<file path="src/rtl/rst_cause_pkg.sv">
package rst_cause_pkg;

    typedef enum logic [0:0] {
        ST_RUN   = 1'b0,
        ST_ARMED = 1'b1
    } trk_state_t;

    typedef struct packed {
        logic ext;
        logic wdt;
    } cause_t;

    localparam cause_t CAUSE_NONE = '{ext: 1'b0, wdt: 1'b0};

endpackage

</file>
<file path="src/rtl/rst_cause_track.sv">
module rst_cause_track
    import rst_cause_pkg::*;
(
    input  logic   clk,
    input  logic   por_n,
    input  logic   ext_flag_i,
    input  logic   wdt_flag_i,
    input  logic   done_i,
    output logic   commit_o,
    output cause_t commit_cause_o
);

    trk_state_t state_q, state_d;
    cause_t     pend_q, pend_d;
    cause_t     now_c, seen_c;
    logic       any_now;

    always_comb begin
        now_c.ext = ext_flag_i;
        now_c.wdt = wdt_flag_i;
        any_now   = ext_flag_i | wdt_flag_i;
        seen_c    = pend_q | now_c;
    end

    // next-state logic
    always_comb begin
        state_d = state_q;
        pend_d  = pend_q;
        unique case (state_q)
            ST_RUN: begin
                if (any_now && !done_i) begin
                    state_d = ST_ARMED;   // arm
                    pend_d  = now_c;
                end else begin
                    pend_d  = CAUSE_NONE; // idle or direct commit
                end
            end
            ST_ARMED: begin
                if (done_i) begin
                    state_d = ST_RUN;     // complete
                    pend_d  = CAUSE_NONE;
                end else begin
                    pend_d  = seen_c;     // hold
                end
            end
        endcase
    end

    // state register
    always_ff @(posedge clk or negedge por_n) begin
        if (!por_n) begin
            state_q <= ST_RUN;
            pend_q  <= CAUSE_NONE;
        end else begin
            state_q <= state_d;
            pend_q  <= pend_d;
        end
    end

    // outputs
    always_comb begin
        commit_o       = 1'b0;
        commit_cause_o = CAUSE_NONE;
        unique case (state_q)
            ST_RUN: begin
                commit_o       = done_i && any_now;
                commit_cause_o = now_c;
            end
            ST_ARMED: begin
                commit_o       = done_i;
                commit_cause_o = seen_c;
            end
        endcase
    end

    AST_ARM_ON_FLAG: assert property (@(posedge clk) disable iff (!por_n)
        (state_q == ST_RUN && any_now && !done_i) |=> (state_q == ST_ARMED));
    AST_PEND_KEPT: assert property (@(posedge clk) disable iff (!por_n)
        (state_q == ST_ARMED && !done_i) |=> (state_q == ST_ARMED && (pend_q.ext || pend_q.wdt)));
    AST_COMMIT_HAS_CAUSE: assert property (@(posedge clk) disable iff (!por_n)
        commit_o |-> (commit_cause_o.ext || commit_cause_o.wdt));

endmodule

</file>
<file path="src/rtl/rst_cause_prio.sv">
module rst_cause_prio
    import rst_cause_pkg::*;
#(
    parameter int unsigned REG_W   = 8,
    parameter int unsigned EXT_POS = 7,
    parameter int unsigned WDT_POS = 5
) (
    input  logic             clk,
    input  logic             por_n,
    input  cause_t           cause_i,
    output logic [REG_W-1:0] vec_o
);

    for (genvar gi = 0; gi < REG_W; gi++) begin : g_bit
        if (gi == EXT_POS) begin : g_ext
            assign vec_o[gi] = cause_i.ext;
        end else if (gi == WDT_POS) begin : g_wdt
            assign vec_o[gi] = cause_i.wdt & ~cause_i.ext;
        end else begin : g_rsvd
            assign vec_o[gi] = 1'b0;
        end
    end

    AST_EXT_WINS: assert property (@(posedge clk) disable iff (!por_n)
        (cause_i.ext && cause_i.wdt) |-> (vec_o == (REG_W'(1) << EXT_POS)));
    AST_VEC_ONEHOT: assert property (@(posedge clk) disable iff (!por_n)
        $onehot0(vec_o));

endmodule

</file>
<file path="src/rtl/rst_cause_store.sv">
module rst_cause_store #(
    parameter int unsigned      REG_W      = 8,
    parameter logic [REG_W-1:0] VALID_MASK = 8'hA0
) (
    input  logic             clk,
    input  logic             por_n,
    input  logic             commit_i,
    input  logic [REG_W-1:0] cause_vec_i,
    input  logic             wr_i,
    input  logic [REG_W-1:0] wdata_i,
    output logic [REG_W-1:0] status_o
);

    logic [REG_W-1:0] status_q, status_d;

    always_comb begin
        status_d = status_q;
        if (commit_i) begin
            status_d = cause_vec_i;
        end else if (wr_i) begin
            status_d = status_q & ~(wdata_i & VALID_MASK);
        end
        status_d = status_d & VALID_MASK;
    end

    always_ff @(posedge clk or negedge por_n) begin
        if (!por_n) status_q <= '0;
        else        status_q <= status_d;
    end

    assign status_o = status_q;

    AST_STATUS_ONEHOT: assert property (@(posedge clk) disable iff (!por_n)
        $onehot0(status_q));
    AST_RSVD_ZERO: assert property (@(posedge clk) disable iff (!por_n)
        ((status_q & ~VALID_MASK) == '0));
    AST_CAPTURE_WINS: assert property (@(posedge clk) disable iff (!por_n)
        commit_i |=> (status_q == $past(cause_vec_i)));
    AST_HOLD_IDLE: assert property (@(posedge clk) disable iff (!por_n)
        (!commit_i && !wr_i) |=> $stable(status_q));
    AST_ZERO_WRITE_KEEPS: assert property (@(posedge clk) disable iff (!por_n)
        (!commit_i && wr_i && ((wdata_i & status_q) == '0)) |=> $stable(status_q));

endmodule

</file>
<file path="src/rtl/rst_cause_reg.sv">
module rst_cause_reg
    import rst_cause_pkg::*;
#(
    parameter int unsigned REG_W   = 8,
    parameter int unsigned EXT_POS = 7,
    parameter int unsigned WDT_POS = 5
) (
    input  logic             clk,
    input  logic             por_n,
    input  logic             ext_rst_flag,
    input  logic             wdt_rst_flag,
    input  logic             rst_seq_done,
    input  logic             reg_sel,
    input  logic             reg_wr,
    input  logic [REG_W-1:0] reg_wdata,
    output logic [REG_W-1:0] reg_rdata
);

    localparam logic [REG_W-1:0] VALID_MASK =
        (REG_W'(1) << EXT_POS) | (REG_W'(1) << WDT_POS);

    logic             commit;
    cause_t           commit_cause;
    logic [REG_W-1:0] cause_vec;
    logic [REG_W-1:0] status;
    logic             wr_hit;

    assign wr_hit = reg_sel & reg_wr;

    rst_cause_track u_track (
        .clk            (clk),
        .por_n          (por_n),
        .ext_flag_i     (ext_rst_flag),
        .wdt_flag_i     (wdt_rst_flag),
        .done_i         (rst_seq_done),
        .commit_o       (commit),
        .commit_cause_o (commit_cause)
    );

    rst_cause_prio #(
        .REG_W   (REG_W),
        .EXT_POS (EXT_POS),
        .WDT_POS (WDT_POS)
    ) u_prio (
        .clk     (clk),
        .por_n   (por_n),
        .cause_i (commit_cause),
        .vec_o   (cause_vec)
    );

    rst_cause_store #(
        .REG_W      (REG_W),
        .VALID_MASK (VALID_MASK)
    ) u_store (
        .clk         (clk),
        .por_n       (por_n),
        .commit_i    (commit),
        .cause_vec_i (cause_vec),
        .wr_i        (wr_hit),
        .wdata_i     (reg_wdata),
        .status_o    (status)
    );

    assign reg_rdata = reg_sel ? status : '0;

    AST_DONE_ALONE_HOLDS: assert property (@(posedge clk) disable iff (!por_n)
        (rst_seq_done && !commit && !wr_hit) |=> $stable(status));
    AST_EXT_COMMIT: assert property (@(posedge clk) disable iff (!por_n)
        (commit && commit_cause.ext) |=> (status == (REG_W'(1) << EXT_POS)));
    AST_WDT_COMMIT: assert property (@(posedge clk) disable iff (!por_n)
        (commit && commit_cause.wdt && !commit_cause.ext) |=> (status == (REG_W'(1) << WDT_POS)));

endmodule

</file>
<file path="config.mk">
export PLATFORM = sky130hd
export DESIGN_NAME = rst_cause_reg
export DESIGN_NICKNAME = d
export VERILOG_FILES = /design/src/rtl/rst_cause_pkg.sv /design/src/rtl/rst_cause_track.sv /design/src/rtl/rst_cause_prio.sv /design/src/rtl/rst_cause_store.sv /design/src/rtl/rst_cause_reg.sv
export SDC_FILE = /design/constraint.sdc
export NUM_CORES = 1
export LEC_CHECK = 0
export CAP_MARGIN = 10
export CORE_AREA = 2 2 39 41
export DETAILED_ROUTE_END_ITERATION = 8
export DIE_AREA = 0 0 41 43
export HOLD_SLACK_MARGIN = 0.12
export SLEW_MARGIN = 20
export SYNTH_ARGS = -nofsm -noshare
export SYNTH_HDL_FRONTEND = slang
export SYNTH_SLANG_ARGS = --single-unit
</file>
<file path="constraint.sdc">
create_clock -name clk -period 2.5 [get_ports clk]
set_input_delay 0.5 -clock clk [delete_from_list [all_inputs] [get_ports clk]]
set_output_delay 0.5 -clock clk [all_outputs]
set_load 0.03 [all_outputs]
</file>
# Word-level counts from Yosys, hierarchy flattened
# Index checks and enable logic that the tools add are counted.
dict set report word_totals {
  output_inout_bits 8
  ff_bits 5
  input_bits 15
  wordCells 27
}
dict set report op_classes {
  n_reduce_logical 4
  bitwise 8
  n_mux 11
}
# cell count
set op_table {}
lappend op_table {{2-to-1 mux 8 bit} 3}
lappend op_table {{AND 8 bit} 1}
lappend op_table {{inverter 8 bit} 1}
lappend op_table {{case mux 2 bit (2 select lines)} 2}
lappend op_table {{2-to-1 mux 2 bit} 2}
lappend op_table {{case mux 1 bit (2 select lines)} 2}
lappend op_table {{AND 1 bit} 2}
lappend op_table {{logical AND 1 bit} 2}
lappend op_table {{2-to-1 mux 1 bit} 2}
lappend op_table {{inverter 1 bit} 2}
lappend op_table {{bitwise OR 2 bit} 1}
lappend op_table {{nonzero test 2 bit} 1}
lappend op_table {{logical NOT 1 bit} 1}
lappend op_table {{bitwise OR 1 bit} 1}

# Longest topological paths before layout
# Gate-level depths: netlist of the first run.
dict set report logic_depth {
  depth_word 5
  mapped_depth 3
  mapped_depth_nobuf 3
}

# Hierarchy
# A second synthesis of the first run with hierarchy kept.
dict set report unflattened {
  hier_cells 43
  area_unflattened_um2 397.9
}
# module seq_area_each_um2 area_each_um2 n_inst cells_each
set modules_own_cells {}
lappend modules_own_cells {rst_cause_store 50.0 143.9 1 15}
lappend modules_own_cells {rst_cause_track 75.1 127.6 1 10}
lappend modules_own_cells {rst_cause_prio 0.0 70.1 1 9}
lappend modules_own_cells {rst_cause_reg 0.0 56.3 1 9}

# Least setup slack after synthesis of the first run
# OpenSTA, ideal clock, no wires.
dict set report synth_path {
  kind {in2out}
  start {input reg_sel}
  end {output reg_rdata[5]}
  path_slack_ps 1224
  cell_stages 1
  t_required_ps 2000
  arrival_ps 776
  cell_sequence {and2_1}
}
dict set report synth_via {
  elab_chain_cells 1
}
# element line_no
set synth_rtl {}
lappend synth_rtl {{from (decl)} rst_cause_reg.sv:13} ;# input logic reg_sel,
lappend synth_rtl {{2-to-1 mux 8 bit} rst_cause_reg.sv:64} ;# assign reg_rdata = reg_sel ? status : '0;
lappend synth_rtl {{to (decl)} rst_cause_reg.sv:16} ;# output logic [REG_W-1:0] reg_rdata
# Every way passes these cells.

# Final worst setup path of the first run
# Same ends and word-level chain as after synthesis.

==> results of run 1 <==
metrics by stage:
step	cell area, µm²	util	hold slack [ns]	worst slack (ns)	cells
2_1_floorplan	281.5	-	0.2044	1.224	32
4_1_cts	382.9	0.2767	0.4877	0.1939	56
5_1_grt	382.9	0.2767	0.4948	0.1618	56
3_5_place_dp	356.6	0.2577	0.4818	0.2017	52
6_report	382.9	0.2767	0.4843	0.2042	56
3_3_place_gp	356.6	0.2577	0.4812	0.1951	52
routing by layer:
metal	vias to the layer above	wire, µm	global-route usage
met4	0	0	0.02000
met2	15	146	0.06563
met3	0	87	0.06283
li1	111	-	-
met1	90	214	0.08497
met5	-	0	0
cell families after synthesis:
kind of cell           count (synthesis)
AO/OA/AOI/OAI                          6
buffers and inverters                  6
flip-flops                             5
other                                  1
AND/OR/NAND/NOR                        9
cells in the mapped netlist:
| master | instances |
|---|---|
| conb_1 | 1 |
| a32o_1 | 1 |
| a21oi_1 | 1 |
| nor2b_1 | 1 |
| dfrtp_1 | 5 |
| nor2_1 | 2 |
| a21o_1 | 1 |
| o21ai_0 | 1 |
| o31ai_1 | 2 |
| nand3_1 | 3 |
| nor3_1 | 1 |
| buf_4 | 6 |
| and2_1 | 2 |
state kept, by name, indices dropped and copies added, names as in the netlist:
register,flops
u_track.pend_q,2
u_track.state_q,1
u_store.status_o,2
area by class of cell:
type | count | area share
Sequential cell | 5 | 0.3268
Multi-Input combinational cell | 21 | 0.2909
Timing Repair Buffer | 10 | 0.2614
Clock buffer | 4 | 0.06863
Tap cell | 16 | 0.05229
power groups by stage:
stage / clock network, mW / logic, mW / registers, mW
after detailed placement: 0 / 0.0495 / 0.0926
after CTS: 0.0989 / 0.0497 / 0.0913
after floorplan: 0 / 0.0347 / 0.0915
after global routing: 0.106 / 0.0537 / 0.0918
final: 0.0941 / 0.0494 / 0.0913
after global placement: 0 / 0.0495 / 0.0924
worst max-delay path: cells and delay by family:
kind          cells  cell delay, ns
simple gates      1            0.13
buf+inv           2            1.17
worst min path at each step:
stage	to	from	slack (ns)	cells after the start
global route	u_track.pend_q[0]	por_n	0.49	1
finish	u_store.status_o[5]	por_n	0.48	1
CTS	u_store.status_o[5]	por_n	0.49	1
global placement	u_store.status_o[5]	u_store.status_o[5]	0.48	2
floorplan	u_store.status_o[5]	por_n	0.20	0
detailed placement	u_store.status_o[5]	u_store.status_o[5]	0.48	2
==> impl_results.md, run 1 <==
* Status: finished clean
* Core Region at 1384 µm²
* Fill count at 154
* Mapped Avg Cell Area at 9.732 µm²
* Sequential cell area at 125.1 µm²
* CP arrival at 1.80 ns
* Unique cell type count in the Yosys netlist at 13
* Clk pwr share at 0.401
* Row cnt at 14
* Reg-to-reg endpoint: u_store.status_o[5]
* Post-Synth Simple-Gate Area at 0.1762
* Total gr overflow at 0
* Max-slew violation count at 0
* Vias per cell at 3.857
* Initial antenna violation count at 0
* Reg power frac at 0.389
* Die Ht at 43 µm
* Hold Crit Class: in2async
* Synth Area in Adders at 0
* Crit path required time at 2.00 ns
* Largest family of logic cells by synthesized area: simple AND/OR/NAND/NOR gates
* Unrepaired setup endpoints after global routing: no
* Largest net degree at the start of global routing at 7
* Worst skew pair latency at 0.24 ns
* CTS tree: built
* IO buf count at 10
* Mapped Cells at 27
* Share of the synthesized area in the top cell type at 0.4762
* Most used cell, CP: clkdlybuf4s50_1
* Via Count at 216
* Die ar. at 1763 µm²
* # clock sinks at 5
* Maximum clock insertion buffer count at 2
* Tot Pwr at 0.2348 mW
* Final WL at 449 µm
* Commonest non-fill, non-tap cell in the layout: clkdlybuf4s50_1
* Mux share of post-synthesis cell area at 0
* Endpoints failing setup at 0
* Leading post-synthesis cells by cell area: dfrtp_1, buf_4, nand3_1
* Post-Syn Area at 262.8 µm²
* Critical path type: in2out
* Ys Warns at 0
* Post-CTS sizing at 0
* Layout cells sized above 1 at 0.07500
* CP Cell Sequence: clkdlybuf4s50_1 > and2_1 > clkdlybuf4s50_1
* Clk root buf: clkbuf_4
* DR WL/cell at 8.018 µm
* Post-CTS Setup Inserts at 0
* Leakage at 0.1661 nW
* Number of CTS-inserted buffers at 3
* Worst-path clk slew at 0.05 ns
* XOR/XNOR share of the synthesized area at 0
* Vias in the first global route at 170
* Fmax at 0.4356 GHz
* Number of diodes at 0
* Setup tns final at 0 ns
* Die Wd at 41 µm
* 1st-iter DRT viols at 3
* First-pass GRT wire length at 690 µm
* Switch share at 0.2769
* Clock skew at 0.003944 ns
* Post-route antenna net violation count at 0
* Slowest cell on crit path: clkdlybuf4s50_1
* Internal power at 0.1698 mW
* Worst setup path endpoint: reg_rdata[5]
* Worst setup path start: reg_sel
* Sequential fraction of the synthesis area at 0.4762
* I/O pin cnt at 23
* Gate power share at 0.210
* Global placer's final weighted congestion at 0.7762
* P_sw at 0.06502 mW
* Reg2Reg Launch Point: u_track.state_q
* R2R depth at 3
* Cell taking the most area after synthesis: dfrtp_1
* CTS H-tree depth at 1
* Nets at 56
* Initial Util at 0.1899
* R2r setup slk at 1.54 ns
* Final min period at 2.296 ns
* Power per cell area at 613.3 nW/µm²
* Max incr delay on CP at 0.66 ns
* Number of synthesized register bits at 5
* Remaining DRCs at 0
* Max cap viols at 0
* Crit-path max FO at 4
* Critical Path Sink Type: primary output
* Hold Buf Count CTS at 0
* Multi-input gate area in the final layout at 111.4 µm²
* Area delta synth->final at 45.71%
* Startpoint Class: input pin
* Fin crit share at 0.9183
* Final Hold Fails at 0
* DRT Pass-1 Iters at 4
* All-Layer GR Usage at 0.06256
* Synth Area in Compound Gates at 0.1619
* Worst ir drop on vdd at 327.8 µV
* Commonest cells after routing, fill and taps aside: clkdlybuf4s50_1, conb_1, dfrtp_1
Power figures use the tool's default switching activity.
==> inputs of run 2 (changes only) <==
--- a/config.mk
+++ b/config.mk
@@ -10,7 +10,7 @@
 export DETAILED_ROUTE_END_ITERATION = 8
 export DIE_AREA = 0 0 41 43
 export HOLD_SLACK_MARGIN = 0.12
-export SLEW_MARGIN = 20
+export SLEW_MARGIN = 0
 export SYNTH_ARGS = -nofsm -noshare
 export SYNTH_HDL_FRONTEND = slang
 export SYNTH_SLANG_ARGS = --single-unit
==> results of run 2 <==
The final DEF is identical to that of run 1; final timing and power are the same.
==> inputs of run 3 (changes only) <==
--- a/config.mk
+++ b/config.mk
@@ -10,6 +10,7 @@
 export DETAILED_ROUTE_END_ITERATION = 8
 export DIE_AREA = 0 0 41 43
 export HOLD_SLACK_MARGIN = 0.12
+export SKIP_LAST_GASP = 1
 export SLEW_MARGIN = 0
 export SYNTH_ARGS = -nofsm -noshare
 export SYNTH_HDL_FRONTEND = slang
==> results of run 3 <==
The final DEF is identical to that of run 1; final timing and power are the same.
